==> src/rtl/bpe_pkg.sv <==
package bpe_pkg;
  // Kind of a symbol waiting in the lookahead window.
  // ZF: zero still eligible for substitution, ZS: zero that can no longer be substituted,
  // MK: ordinary alternating mark, VI: pulse with the same polarity as the one before.
  typedef enum logic [1:0] {
    SYM_ZF = 2'd0,
    SYM_ZS = 2'd1,
    SYM_MK = 2'd2,
    SYM_VI = 2'd3
  } sym_kind_e;

  typedef struct packed {
    sym_kind_e kind;
    logic      tag_bpv;
    logic      tag_exz;
  } sym_t;
endpackage

==> src/rtl/bpe_arm.sv <==
module bpe_arm (
  input  logic clk,
  input  logic rst_n,
  input  logic ctl,
  input  logic man_sel,
  input  logic strobe,
  input  logic block,
  input  logic serve,
  output logic armed
);
  logic ctl_q;
  logic strobe_q;
  logic trig;

  // Auto mode arms on a rising edge of ctl; manual mode arms on any strobe change while ctl is high.
  always_comb begin
    trig = !block && ctl && (man_sel ? (strobe ^ strobe_q) : !ctl_q);
  end

  always_ff @(posedge clk) begin
    if (!rst_n) begin
      ctl_q    <= 1'b0;
      strobe_q <= 1'b0;
      armed    <= 1'b0;
    end else begin
      ctl_q    <= ctl;
      strobe_q <= strobe;
      if (block)      armed <= 1'b0;
      else if (trig)  armed <= 1'b1;
      else if (serve) armed <= 1'b0;
    end
  end

  p_block_disarms_r6: assert property (@(posedge clk) disable iff (!rst_n)
    block |=> !armed);

  p_pending_kept_r8: assert property (@(posedge clk) disable iff (!rst_n)
    armed && !serve && !block |=> armed);
endmodule

==> src/rtl/bpe_subst.sv <==
module bpe_subst
  import bpe_pkg::*;
#(
  parameter int RUN_T3 = 3,
  parameter int RUN_E3 = 4
) (
  input  logic clk,
  input  logic rst_n,
  input  logic in_valid,
  input  logic in_bit,
  input  logic e3_mode,
  input  logic uni_mode,
  input  logic bpv_armed,
  input  logic exz_armed,
  output logic bpv_serve,
  output logic exz_serve,
  output sym_t head
);
  localparam int WIN = (RUN_E3 > RUN_T3) ? RUN_E3 : RUN_T3;

  sym_t       win_q [WIN];
  sym_t       win_d [WIN];
  logic       par_q;
  logic       par_d;
  logic [1:0] ones_q;
  logic       zero_run;
  int         run_len;

  always_comb begin
    run_len = e3_mode ? RUN_E3 : RUN_T3;
    win_d[0].kind    = in_bit ? SYM_MK : SYM_ZF;
    win_d[0].tag_bpv = 1'b0;
    win_d[0].tag_exz = 1'b0;
    for (int i = 1; i < WIN; i++) win_d[i] = win_q[i-1];
    bpv_serve = 1'b0;
    exz_serve = 1'b0;
    par_d     = par_q;
    zero_run  = 1'b0;
    if (in_valid && !uni_mode) begin
      // The third of three consecutive ones carries an armed violation.
      if (in_bit && bpv_armed && ones_q == 2'd2) begin
        win_d[0].kind    = SYM_VI;
        win_d[0].tag_bpv = 1'b1;
        bpv_serve        = 1'b1;
      end
      zero_run = 1'b1;
      for (int i = 0; i < WIN; i++) begin
        if (i < run_len && win_d[i].kind != SYM_ZF) zero_run = 1'b0;
      end
      if (zero_run) begin
        for (int i = 0; i < WIN; i++) begin
          if (i < run_len) win_d[i].kind = SYM_ZS;
        end
        if (exz_armed) begin
          win_d[0].tag_exz = 1'b1;
          exz_serve        = 1'b1;
        end else begin
          win_d[0].kind = SYM_VI;
          for (int i = 0; i < WIN; i++) begin
            if (i == run_len - 1 && !par_q) win_d[i].kind = SYM_MK;
          end
          par_d = 1'b0;
        end
      end else if (win_d[0].kind == SYM_MK || win_d[0].kind == SYM_VI) begin
        par_d = !par_q;
      end
    end
  end

  always_ff @(posedge clk) begin
    if (!rst_n) begin
      for (int i = 0; i < WIN; i++) begin
        win_q[i].kind    <= SYM_ZS;
        win_q[i].tag_bpv <= 1'b0;
        win_q[i].tag_exz <= 1'b0;
      end
      par_q  <= 1'b0;
      ones_q <= 2'd0;
    end else if (in_valid) begin
      for (int i = 0; i < WIN; i++) win_q[i] <= win_d[i];
      par_q  <= par_d;
      ones_q <= in_bit ? ((ones_q == 2'd2) ? 2'd2 : ones_q + 2'd1) : 2'd0;
    end
  end

  assign head = win_q[WIN-1];

  p_no_inject_uni_r6: assert property (@(posedge clk) disable iff (!rst_n)
    uni_mode |-> !bpv_serve && !exz_serve);

  p_exz_needs_arm_r5: assert property (@(posedge clk) disable iff (!rst_n)
    exz_serve |-> exz_armed && in_valid && !in_bit);
endmodule

==> src/rtl/bpe_rail.sv <==
module bpe_rail
  import bpe_pkg::*;
(
  input  logic clk,
  input  logic rst_n,
  input  logic in_valid,
  input  logic uni_mode,
  input  sym_t head,
  output logic rail_pos,
  output logic rail_neg,
  output logic bpv_flag,
  output logic exz_flag
);
  logic last_pos;
  logic pulse;
  logic pol;

  always_comb begin
    pulse = (head.kind == SYM_MK) || (head.kind == SYM_VI);
    pol   = (head.kind == SYM_VI) ? last_pos : !last_pos;
  end

  always_ff @(posedge clk) begin
    if (!rst_n) begin
      rail_pos <= 1'b0;
      rail_neg <= 1'b0;
      bpv_flag <= 1'b0;
      exz_flag <= 1'b0;
      last_pos <= 1'b0;
    end else begin
      bpv_flag <= 1'b0;
      exz_flag <= 1'b0;
      if (in_valid) begin
        if (uni_mode) begin
          rail_pos <= pulse;
          rail_neg <= 1'b0;
        end else begin
          rail_pos <= pulse && pol;
          rail_neg <= pulse && !pol;
          if (pulse) last_pos <= pol;
          bpv_flag <= head.tag_bpv;
          exz_flag <= head.tag_exz;
        end
      end
    end
  end

  p_rails_exclusive_r1: assert property (@(posedge clk) disable iff (!rst_n)
    !(rail_pos && rail_neg));

  p_idle_hold_r9: assert property (@(posedge clk) disable iff (!rst_n)
    !in_valid |=> $stable(rail_pos) && $stable(rail_neg) && !bpv_flag && !exz_flag);

  p_bpv_is_pulse_r4: assert property (@(posedge clk) disable iff (!rst_n)
    bpv_flag |-> rail_pos || rail_neg);

  p_exz_is_space_r5: assert property (@(posedge clk) disable iff (!rst_n)
    exz_flag |-> !rail_pos && !rail_neg);

  p_uni_neg_low_r6: assert property (@(posedge clk) disable iff (!rst_n)
    in_valid && uni_mode |=> !rail_neg && !bpv_flag && !exz_flag);
endmodule

==> src/rtl/bpe_line_encoder.sv <==
module bpe_line_encoder
  import bpe_pkg::*;
#(
  parameter int RUN_T3 = 3,
  parameter int RUN_E3 = 4
) (
  input  logic clk,
  input  logic rst_n,
  input  logic in_valid,
  input  logic in_bit,
  input  logic e3_mode,
  input  logic uni_mode,
  input  logic bpv_ctl,
  input  logic exz_ctl,
  input  logic man_sel,
  input  logic man_strobe,
  output logic rail_pos,
  output logic rail_neg,
  output logic bpv_flag,
  output logic exz_flag
);
  localparam int NUM_ERR = 2;

  logic [NUM_ERR-1:0] ctl_v;
  logic [NUM_ERR-1:0] serve_v;
  logic [NUM_ERR-1:0] armed_v;
  logic bpv_serve;
  logic exz_serve;
  sym_t head;

  assign ctl_v   = {exz_ctl, bpv_ctl};
  assign serve_v = {exz_serve, bpv_serve};

  for (genvar g = 0; g < NUM_ERR; g++) begin : g_arm
    bpe_arm u_arm (
      .clk     (clk),
      .rst_n   (rst_n),
      .ctl     (ctl_v[g]),
      .man_sel (man_sel),
      .strobe  (man_strobe),
      .block   (uni_mode),
      .serve   (serve_v[g]),
      .armed   (armed_v[g])
    );
  end

  bpe_subst #(.RUN_T3(RUN_T3), .RUN_E3(RUN_E3)) u_subst (
    .clk       (clk),
    .rst_n     (rst_n),
    .in_valid  (in_valid),
    .in_bit    (in_bit),
    .e3_mode   (e3_mode),
    .uni_mode  (uni_mode),
    .bpv_armed (armed_v[0]),
    .exz_armed (armed_v[1]),
    .bpv_serve (bpv_serve),
    .exz_serve (exz_serve),
    .head      (head)
  );

  bpe_rail u_rail (
    .clk      (clk),
    .rst_n    (rst_n),
    .in_valid (in_valid),
    .uni_mode (uni_mode),
    .head     (head),
    .rail_pos (rail_pos),
    .rail_neg (rail_neg),
    .bpv_flag (bpv_flag),
    .exz_flag (exz_flag)
  );

  p_serve_only_armed_r8: assert property (@(posedge clk) disable iff (!rst_n)
    bpv_serve |-> armed_v[0]);
endmodule

==> config.mk <==
export PLATFORM = sky130hd
export DESIGN_NAME = bpe_line_encoder
export DESIGN_NICKNAME = d
export VERILOG_FILES = /design/src/rtl/bpe_pkg.sv /design/src/rtl/bpe_arm.sv /design/src/rtl/bpe_subst.sv /design/src/rtl/bpe_rail.sv /design/src/rtl/bpe_line_encoder.sv
export SDC_FILE = /design/constraint.sdc
export NUM_CORES = 1
export LEC_CHECK = 0
export BUFFER_PORTS_ARGS = -buffer_cell sky130_fd_sc_hd__buf_2
export CORE_MARGIN = 2
export CORE_UTILIZATION = 40
export CTS_CLUSTER_SIZE = 25
export DETAILED_ROUTE_END_ITERATION = 8
export MAX_ROUTING_LAYER = met4
export PLACE_DENSITY = 0.58
export SYNTH_ARGS = -nofsm -noshare
export SYNTH_HDL_FRONTEND = slang
export SYNTH_SLANG_ARGS = --single-unit
==> constraint.sdc <==
create_clock -name clk -period 3 [get_ports clk]
set_input_delay 0.6 -clock clk [delete_from_list [all_inputs] [get_ports clk]]
set_output_delay 0.6 -clock clk [all_outputs]
set_load 0.01 [all_outputs]
==> results of run 1 <==
[registers in the layout (all words and copies together) (netlist names)]
signal	count
g_arm.u_arm.strobe_q	1
u_rail.rail_neg	1
u_rail.last_pos	1
u_rail.rail_pos	1
u_subst.win_q	16
u_rail.exz_flag	1
u_subst.par_q	1
u_subst.ones_q	2
g_arm.u_arm.ctl_q	2
u_rail.bpv_flag	1
g_arm.u_arm.armed	2
[metal layers]
layer	up-vias	routed length [µm]	global-route usage (%)	share of wire (%)
met5	-	0	-	0
met4	0	43	7.453	1.8
met3	4	88	5.757	3.7
met2	15	1092	23.35	46
met1	436	1127	20.00	48
li1	465	-	-	-
[path summary, 6_finish.rpt]
| path | startpoint | to | slack, ps | depth (start not counted) |
|---|---|---|---|---|
| max | u_subst.win_q[0][6]$_SDFFCE_PN1P_ | u_subst.win_q[0][7]$_SDFFCE_PN0P_ | 1440 | 3 |
| min | u_rail.rail_pos$_SDFFE_PN0P_ | u_rail.rail_pos$_SDFFE_PN0P_ | 460 | 2 |
| max reg2reg | u_subst.win_q[0][6]$_SDFFCE_PN1P_ | u_subst.win_q[0][7]$_SDFFCE_PN0P_ | 1440 | 3 |
| min reg2reg | u_rail.rail_pos$_SDFFE_PN0P_ | u_rail.rail_pos$_SDFFE_PN0P_ | 460 | 2 |
[layout by cell type, fill, tap and decap left out, types with 2 or more instances in the layout]
cell type / instances
nand3_1: 4
a32o_1: 2
edfxtp_1: 10
o21ai_0: 7
nor2b_1: 8
and2_1: 8
inv_1: 8
a211oi_1: 2
nor3b_1: 2
buf_2: 13
mux2i_1: 4
dfxtp_1: 19
clkbuf_4: 5
ha_1: 2
nor2_1: 5
xnor2_1: 2
nor3_1: 3
nand2_1: 4
a31oi_1: 3
nand2b_1: 2
and3_1: 3
[report_power, final]
| group | switching [mW] | internal, mW | total (mW) | leakage, nW |
|---|---|---|---|---|
| Clock | 0.131 | 0.165 | 0.296 | 0.0437 |
| Sequential | 0.0103 | 0.423 | 0.433 | 0.258 |
| Combinational | 0.0368 | 0.0257 | 0.0625 | 0.272 |
| Total | 0.178 | 0.614 | 0.792 | 0.574 |
[per-stage QoR]
step           util, %  power (mW)  hold slack, ps  cells
6_report         48.24      0.7916           459.3    181
3_3_place_gp     45.61      0.5036           452.5    173
4_1_cts          48.24      0.8021           465.4    181
2_1_floorplan        -      0.4833           452.2    121
3_5_place_dp     45.61      0.5051           452.0    173
5_1_grt          48.24      0.8349           492.9    181
[cell families (layout without fill, tap and decap cells)]
family | Yosys count | after routing | synth area share [%]
fa+ha+maj | 2 | 2 | 1.934
simple gates | 47 | 47 | 23.31
flops | 29 | 29 | 52.61
buf+inv | 13 | 29 | 3.965
xor+xnor | 3 | 3 | 2.031
compound gates | 23 | 23 | 13.06
mux | 4 | 4 | 3.095
[layout make-up]
cell class                      instances  area (µm²)
Fill cell                             304        1580
Sequential cell                        29       680.7
Multi-Input combinational cell         79       561.8
Clock buffer                            8       80.08
Timing Repair Buffer                   13       65.06
Tap cell                               44       55.05
Inverter                                8       30.03
[worst register-to-register path, delay by kind of cell (launching register included)]
kind | cells | cell delay [ps]
flops | 1 | 440
simple gates | 3 | 880
==> flow_summary.yaml, run 1 <==
placement:
  postPlaceCellArea_mm2: 0.001393
  io_buffers: 13
  place_ws_ps: 1150
  gp_congestion: 0.7914
  dpl.hpwl_mm: 1.638
power:
  ir_drop_mv: 0.3616
  power.leakage_nw: 0.5737
  p_per_area_mw_per_mm2: 537.6
timing:
  finalHoldViolations: 0
  fin_skew_ps: 8.545
  post-route-period-util_pct: 51.87
  fin_crit_ps: 1556
  setup_slack_ps: 1444
  finalMaxSlewViolations: 0
  worst_pin_slew_ps: 492.3
  slew_headroom_pct: 67.18
  rsz0062_at_grt: "no"
  setup_tns_ps: 0
  setup_viol: 0
  fmax_mhz: 642.7
synthesis:
  synth_nets: 133
  ys_top_cells_by_count: "dfxtp_1, edfxtp_1, and2_1, inv_1, nor2b_1"
  synth_top_cell_by_area: "dfxtp_1"
  synth_cells: 121
  syn_area_mm2: 0.001294
  synthDistinctLibCells: 39
  post-synth-top-count-cell: "dfxtp_1"
  synth_edf_count: 10
  yosys_warnings: 0
  synth_area_leaders: "dfxtp_1, edfxtp_1, and2_1"
  async_reset_ff_share_pct: 0
  synth_seq_cells: 29
  avgSynthCellArea_um2: 10.69
  synth_top_cell_area_share_pct: 29.40
  yosysSeqAreaShare_pct: 52.61
  synth_ff_type: "dfxtp_1"
clocking:
  cts_max_path_buffers: 2
  cts-root-buf: "clkbuf_4"
  cts_tree: "done"
  cts_buffers: 5
  cts_resized: 0
  worstSkewPairLatency_ps: 320
  clock-sinks: 29
  cts_setup_buffers: 0
  ctsHtreeMaxLevel: 2
  path_clk_slew_ps: 90
  cts_hold_buf: 0
grt:
  grt_pass1_wl_mm: 4.077
  grt-ovfl-total: 0
  grt_usage_pct: 16.10
  grt_antenna_before_repair: 0
  grt_pass1_vias: 826
  grt_max_degree: 23
cells_and_area:
  final_cell_area_mm2: 0.001473
  antenna_cells: 0
  fin_nets: 148
  syn_to_final_growth_pct: 13.83
  layout-drive-gt1-share_pct: 17.52
drt:
  first_iter_violations: 37
  vias: 920
  antenna_left: 0
  drc: 0
  routed_wl_mm: 2.351
  wire_per_inst_um: 12.99
  dr.pass1.iters: 4
  via_per_inst: 5.083
die:
  ios: 14
  fp.dieArea_mm2: 0.003705
  die-width_um: 60.87
  rows: 20
  die_h_um: 60.87
  core_area_mm2: 0.003053
  initial_utilization_pct: 42.38
setup_path:
  critPathKind: "reg2reg"
  startpoint_type: "flop"
  cp_data_arrival_time_ps: 1630
  crit_chain: "nor4_4 -> nand4_2 -> and3_1"
  critical_path.top_delay_family: "simple AND/OR/NAND/NOR gates"
  cp.required_ps: 3080
  endpoint_kind: "flop"
  crit_buf_inv: 0
  worst-path-max-fanout: 5
  slowest_delay_ps: 440
  cpMaxStageDelayCell: "edfxtp_1"
status:
  outcome: "finished clean"
run:
  maxCapViolations: 0
worst_hold_path:
  worstHoldPathType: "reg2reg"
Power figures use the tool's default switching activity.
==> inputs of run 2 (changes only) <==
Settings changed: ABC_AREA set to 1.
Clock period 3 ns to 1.6 ns, I/O delays scaled along.
==> run 2 against run 1 <==
Compared with the run above: area after synthesis fell by 1.7%; first-iteration DRC count fell by 65%; critical endpoint is now u_subst.win_q[0][11]$_SDFFCE_PN0P_; final area barely moved; critical path type unchanged; synthesized cell count rose by 21%; non-clock buffer count rose by 1; largest cell class unchanged; critical path depth rose by 3.
==> flow_summary.yaml, run 2 <==
cells_and_area:
  layout-drive-gt1-share_pct: 22.42
  final_cell_area_mm2: 0.001471
  final_common_cell: "nand2_1"
  regMostFlops: "u_subst.win_q"
  largest_reg_flops: 16
  syn_to_final_growth_pct: 15.75
  fin_nets: 176
  final_cell_mix: "nand2_1, inv_1, dfxtp_1"
  antenna_cells: 0
synthesis:
  synth_top_cell_by_area: "dfxtp_1"
  syn_area_mm2: 0.001271
  yosys_warnings: 0
  synth_area_leaders: "dfxtp_1, edfxtp_1, nand2_1"
  synth_edf_count: 10
  yosysSeqAreaShare_pct: 53.54
  synth_seq_cells: 29
  synth_cells: 146
  synth_nets: 158
  avgSynthCellArea_um2: 8.707
  async_reset_ff_share_pct: 0
  synthDistinctLibCells: 26
  synth_ff_type: "dfxtp_1"
  ys_top_cells_by_count: "nand2_1, inv_1, dfxtp_1, nand3_1, nor2_1"
  post-synth-top-count-cell: "nand2_1"
  synth_top_cell_area_share_pct: 29.92
timing:
  setup_tns_ps: 0
  post-route-period-util_pct: 78.80
  fin_skew_ps: 11.29
  fin_crit_ps: 1261
  setup_slack_ps: 339.2
  slew_headroom_pct: 58.71
  fmax_mhz: 793.1
  setup_viol: 0
  rsz0062_at_grt: "no"
  finalHoldViolations: 0
  whs_ps: 197.9
  worst_pin_slew_ps: 617.9
  finalMaxSlewViolations: 0
placement:
  place_ws_ps: 235.9
  gp_congestion: 0.7800
  dpl.hpwl_mm: 1.581
  io_buffers: 13
  postPlaceCellArea_mm2: 0.001383
setup_path:
  r2r_slack_ps: 340
  timing.rr.end: "u_subst.win_q[0][11]$_SDFFCE_PN0P_"
  crit_start: "u_subst.win_q[0][7]$_SDFFCE_PN0P_"
  worst-path-max-fanout: 6
  r2r-start: "u_subst.win_q[0][7]$_SDFFCE_PN0P_"
  endpoint_kind: "flop"
  worstRegToRegCells: 6
  cp_data_arrival_time_ps: 1460
  critPathKind: "reg2reg"
  startpoint_type: "flop"
  cp.required_ps: 1800
  critPathCapture: "u_subst.win_q[0][11]$_SDFFCE_PN0P_"
worst_hold_path:
  hold_depth: 3
  worstHoldPathType: "in2reg"
grt:
  grt_use_met2_pct: 23.14
  grt_use_met1_pct: 18.11
  grt_antenna_before_repair: 0
  grt_most_used_layer: "met2"
  grt_pass1_vias: 944
  grt_pass1_wl_mm: 3.933
  use_met3_pct: 5.117
  grt_usage_pct: 15.27
  grt_max_degree: 17
  grt-ovfl-total: 0
status:
  outcome: "finished clean"
drt:
  dr.pass1.iters: 4
  via_per_inst: 4.502
  vias: 941
  antenna_left: 0
  wire_per_inst_um: 10.41
  first_iter_violations: 13
  drc: 0
  routed_wl_mm: 2.176
clocking:
  clock-sinks: 29
  worstSkewPairLatency_ps: 320
  cts-root-buf: "clkbuf_4"
  cts_resized: 0
  cts_buffers: 5
  path_clk_slew_ps: 100
  cts_tree: "done"
  ctsHtreeMaxLevel: 2
  cts_hold_buf: 0
  cts_max_path_buffers: 2
  cts_setup_buffers: 0
power:
  power.leakage_nw: 0.6389
  ir_drop_mv: 0.5328
  power_mw: 1.558
  p_per_area_mw_per_mm2: 1059
die:
  rows: 20
  ios: 14
  initial_utilization_pct: 41.98
  fp.dieArea_mm2: 0.003645
  die_h_um: 60.38
  core_area_mm2: 0.003028
  die-width_um: 60.38
run:
  maxCapViolations: 0
==> run 2: changes by cell type in the layout (fill, tap and decap cells not counted), moves of 6 or more <==
cell,previous run,this run
nand2_1,4,28
inv_1,8,23
and2_1,8,0
nand3_1,4,12
nor2b_1,8,0
nor2_1,5,11
==> run 2: where the power goes <==
part           total (mW)  switching (mW)  internal, mW
clock network       0.624           0.253         0.371
registers           0.811          0.0172         0.794
logic               0.123          0.0794        0.0435
==> run 2: cell type report <==
type                    count  area (µm²)
clock buffers               6       51.30
repair buffers             14       72.57
inverters                  28       105.1
multi-input cells          86       469.2
well taps                  44       55.05
fillers                   308        1556
flip-flops and latches     29       680.7
clock inverters             2       37.54
==> run 2: routing by layer <==
metal  up-vias  share of wire (%)
li1        500                  -
met1       423                 49
met2        13                 47
met3         5                3.2
met4         0                1.4
met5         -                  0
==> run 2: how the worst min path moves through the flow <==
| stage | startpoint | endpoint |
|---|---|---|
| detailed placement | u_subst.win_q[0][13]$_SDFFE_PN0P_ | u_rail.bpv_flag$_SDFF_PP0_ |
| global route | exz_ctl | g_arm[1].u_arm.ctl_q$_SDFF_PN0_ |
| finish | exz_ctl | g_arm[1].u_arm.ctl_q$_SDFF_PN0_ |
| CTS | exz_ctl | g_arm[1].u_arm.ctl_q$_SDFF_PN0_ |
| global placement | u_subst.win_q[0][13]$_SDFFE_PN0P_ | u_rail.bpv_flag$_SDFF_PP0_ |
| floorplan | u_subst.win_q[0][13]$_SDFFE_PN0P_ | u_rail.bpv_flag$_SDFF_PP0_ |
==> run 2: cells by family (layout without fill, tap and decap cells) <==
| group | after synthesis | in the layout | synth area share (%) |
|---|---|---|---|
| AO/OA/AOI/OAI | 17 | 17 | 7.087 |
| XOR/XNOR | 2 | 2 | 1.378 |
| AND/OR/NAND/NOR | 65 | 65 | 26.48 |
| flip-flops | 29 | 29 | 53.54 |
| buffers and inverters | 31 | 50 | 9.547 |
| adder cells (fa/ha/maj) | 2 | 2 | 1.968 |
==> run 2: worst max-delay path: stages, from the launching register on <==
cell,delay [ps]
edfxtp_1,430
nor2_2,160
nand3_2,110
nor2_4,140
nand2_4,100
nor2_2,90
o21a_1,110
==> run 2: per-stage QoR <==
stage                     std cells  utilization [%]
after global placement          201            45.66
after global routing            209            48.60
final                           209            48.60
after CTS                       209            48.60
after floorplan                 146                -
after detailed placement        201            45.66
==> inputs of run 3 (changes only) <==
Settings changed: ABC_AREA 1 to 0.
Clock period 1.6 ns to 1.3 ns, I/O delays scaled along.
==> run 3 against run 2 <==
Compared with the run above: the run now ends with setup timing left; first-iteration DRC count rose by 23%; non-clock buffer count rose by 13; final area rose by 5.5%; critical path depth fell by 3; hold slack got worse by 37 ps; worst setup slack got worse by 480 ps; maximum frequency fell by 12%; die area rose by 1.6%.
==> flow_summary.yaml, run 3 (synthesized netlist as in run 1, its figures left out) <==
cells_and_area:
  regMostFlops: "u_subst.win_q"
  final_common_cell: "dfxtp_1"
  fillers: 311
  fin_nets: 162
  final_cell_mix: "dfxtp_1, buf_4, buf_2"
  fin_cells: 195
  final_cell_area_mm2: 0.001553
  antenna_cells: 0
  syn_to_final_growth_pct: 20.02
  layout-drive-gt1-share_pct: 24.50
  largest_reg_flops: 16
die:
  initial_utilization_pct: 42.38
  fp.dieArea_mm2: 0.003705
  die_h_um: 60.87
  die-width_um: 60.87
  rows: 20
  core_area_mm2: 0.003053
  ios: 14
drt:
  wire_per_inst_um: 13.62
  via_per_inst: 5.190
  vias: 1012
  drc: 0
  antenna_left: 0
  first_iter_violations: 16
  dr.pass1.iters: 4
  routed_wl_mm: 2.656
grt:
  grt_pass1_wl_mm: 4.526
  grt_max_degree: 13
  grt_antenna_before_repair: 0
  grt_pass1_vias: 1024
  grt-ovfl-total: 0
  grt_usage_pct: 17.85
clocking:
  clock-sinks: 29
  cts_setup_buffers: 0
  cts_max_path_buffers: 2
  ctsHtreeMaxLevel: 2
  worstSkewPairLatency_ps: 320
  cts_buffers: 5
  cts_tree: "done"
  cts-root-buf: "clkbuf_4"
  path_clk_slew_ps: 90
setup_path:
  cp_data_arrival_time_ps: 1520
  endpoint_kind: "flop"
  startpoint_type: "flop"
  worst-path-max-fanout: 5
  cpMaxStageDelayCell: "edfxtp_1"
  slowest_delay_ps: 430
  cp.required_ps: 1380
  critPathKind: "reg2reg"
  crit_chain: "nor4_4 -> nand4_2 -> and3_1"
status:
  outcome: "finished, violations left"
  violations: "setup timing"
placement:
  gp_congestion: 0.8302
  placedCellCount: 187
  postPlaceCellArea_mm2: 0.001498
  io_buffers: 13
  dpl.hpwl_mm: 1.959
  place_ws_ps: -132.4
timing:
  finalMaxSlewViolations: 0
  worst_pin_slew_ps: 325.0
  finalHoldViolations: 0
  post-route-period-util_pct: 110.6
  fin_crit_ps: 1438
  fmax_mhz: 695.6
  slew_headroom_pct: 78.28
  rsz0062_at_grt: "yes"
  setup_slack_ps: -137.5
  setup_tns_ps: -501.9
  setup_viol: 8
  fin_skew_ps: 5.464
power:
  power.leakage_nw: 0.6163
  p_per_area_mw_per_mm2: 1091
  power_mw: 1.694
  ir_drop_mv: 0.5452
worst_hold_path:
  worstHoldPathType: "in2reg"
run:
  maxCapViolations: 0
[run 3: critical path: cells and delay by family (launching register included)]
family	cells	cell delay, ps
AND/OR/NAND/NOR	3	770
flip-flops	1	430
[run 3: cell type report]
class,count,area (µm²),share of cell area (%)
timing repair buffer,27,170.2,10.96
inverter,8,30.03,1.934
sequential,29,680.7,43.84
clock buffer,8,48.80,3.143
tap,44,55.05,3.546
multi-input combinational,79,568.0,36.58
[run 3: final timing paths]
kind / startpoint / slack (ps) / to / cells past startpoint
setup / recovery: u_subst.win_q[0][3]$_DFFE_PP_ / -140 / u_subst.win_q[0][7]$_SDFFCE_PN0P_ / 3
hold reg to reg: u_rail.rail_pos$_SDFFE_PN0P_ / 470 / u_rail.rail_pos$_SDFFE_PN0P_ / 2
setup reg to reg: u_subst.win_q[0][3]$_DFFE_PP_ / -140 / u_subst.win_q[0][7]$_SDFFCE_PN0P_ / 3
hold / removal: bpv_ctl / 160 / g_arm[0].u_arm.ctl_q$_SDFF_PN0_ / 2
[run 3: layer usage]
metal | GRT usage [%] | vias up | part of all wire (%)
li1 | - | 492 | -
met1 | 19.52 | 497 | 44
met2 | 29.19 | 18 | 51
met3 | 5.757 | 5 | 3.8
met4 | 8.696 | 0 | 1.7
met5 | - | - | 0
[run 3: power by group]
part / switching, mW / leakage (nW) / internal, mW / total, mW
logic: 0.0937 / 0.331 / 0.0841 / 0.178
registers: 0.0251 / 0.258 / 0.975 / 1.00
clock network: 0.301 / 0.0265 / 0.215 / 0.516
[run 3: per-stage QoR]
step                      hold WS, ps  utilization (%)
final                           161.3            50.86
after global routing            151.1            50.86
after CTS                       145.7            50.66
after detailed placement        462.9            49.06
after global placement          456.4            49.06
after floorplan                 385.8                -
[run 3: what timing repair did]
item,4_1_cts,5_1_grt
resized for setup,0,1
hold buffers,0,0
pin swaps,3,2
setup endpoints to repair,8,11
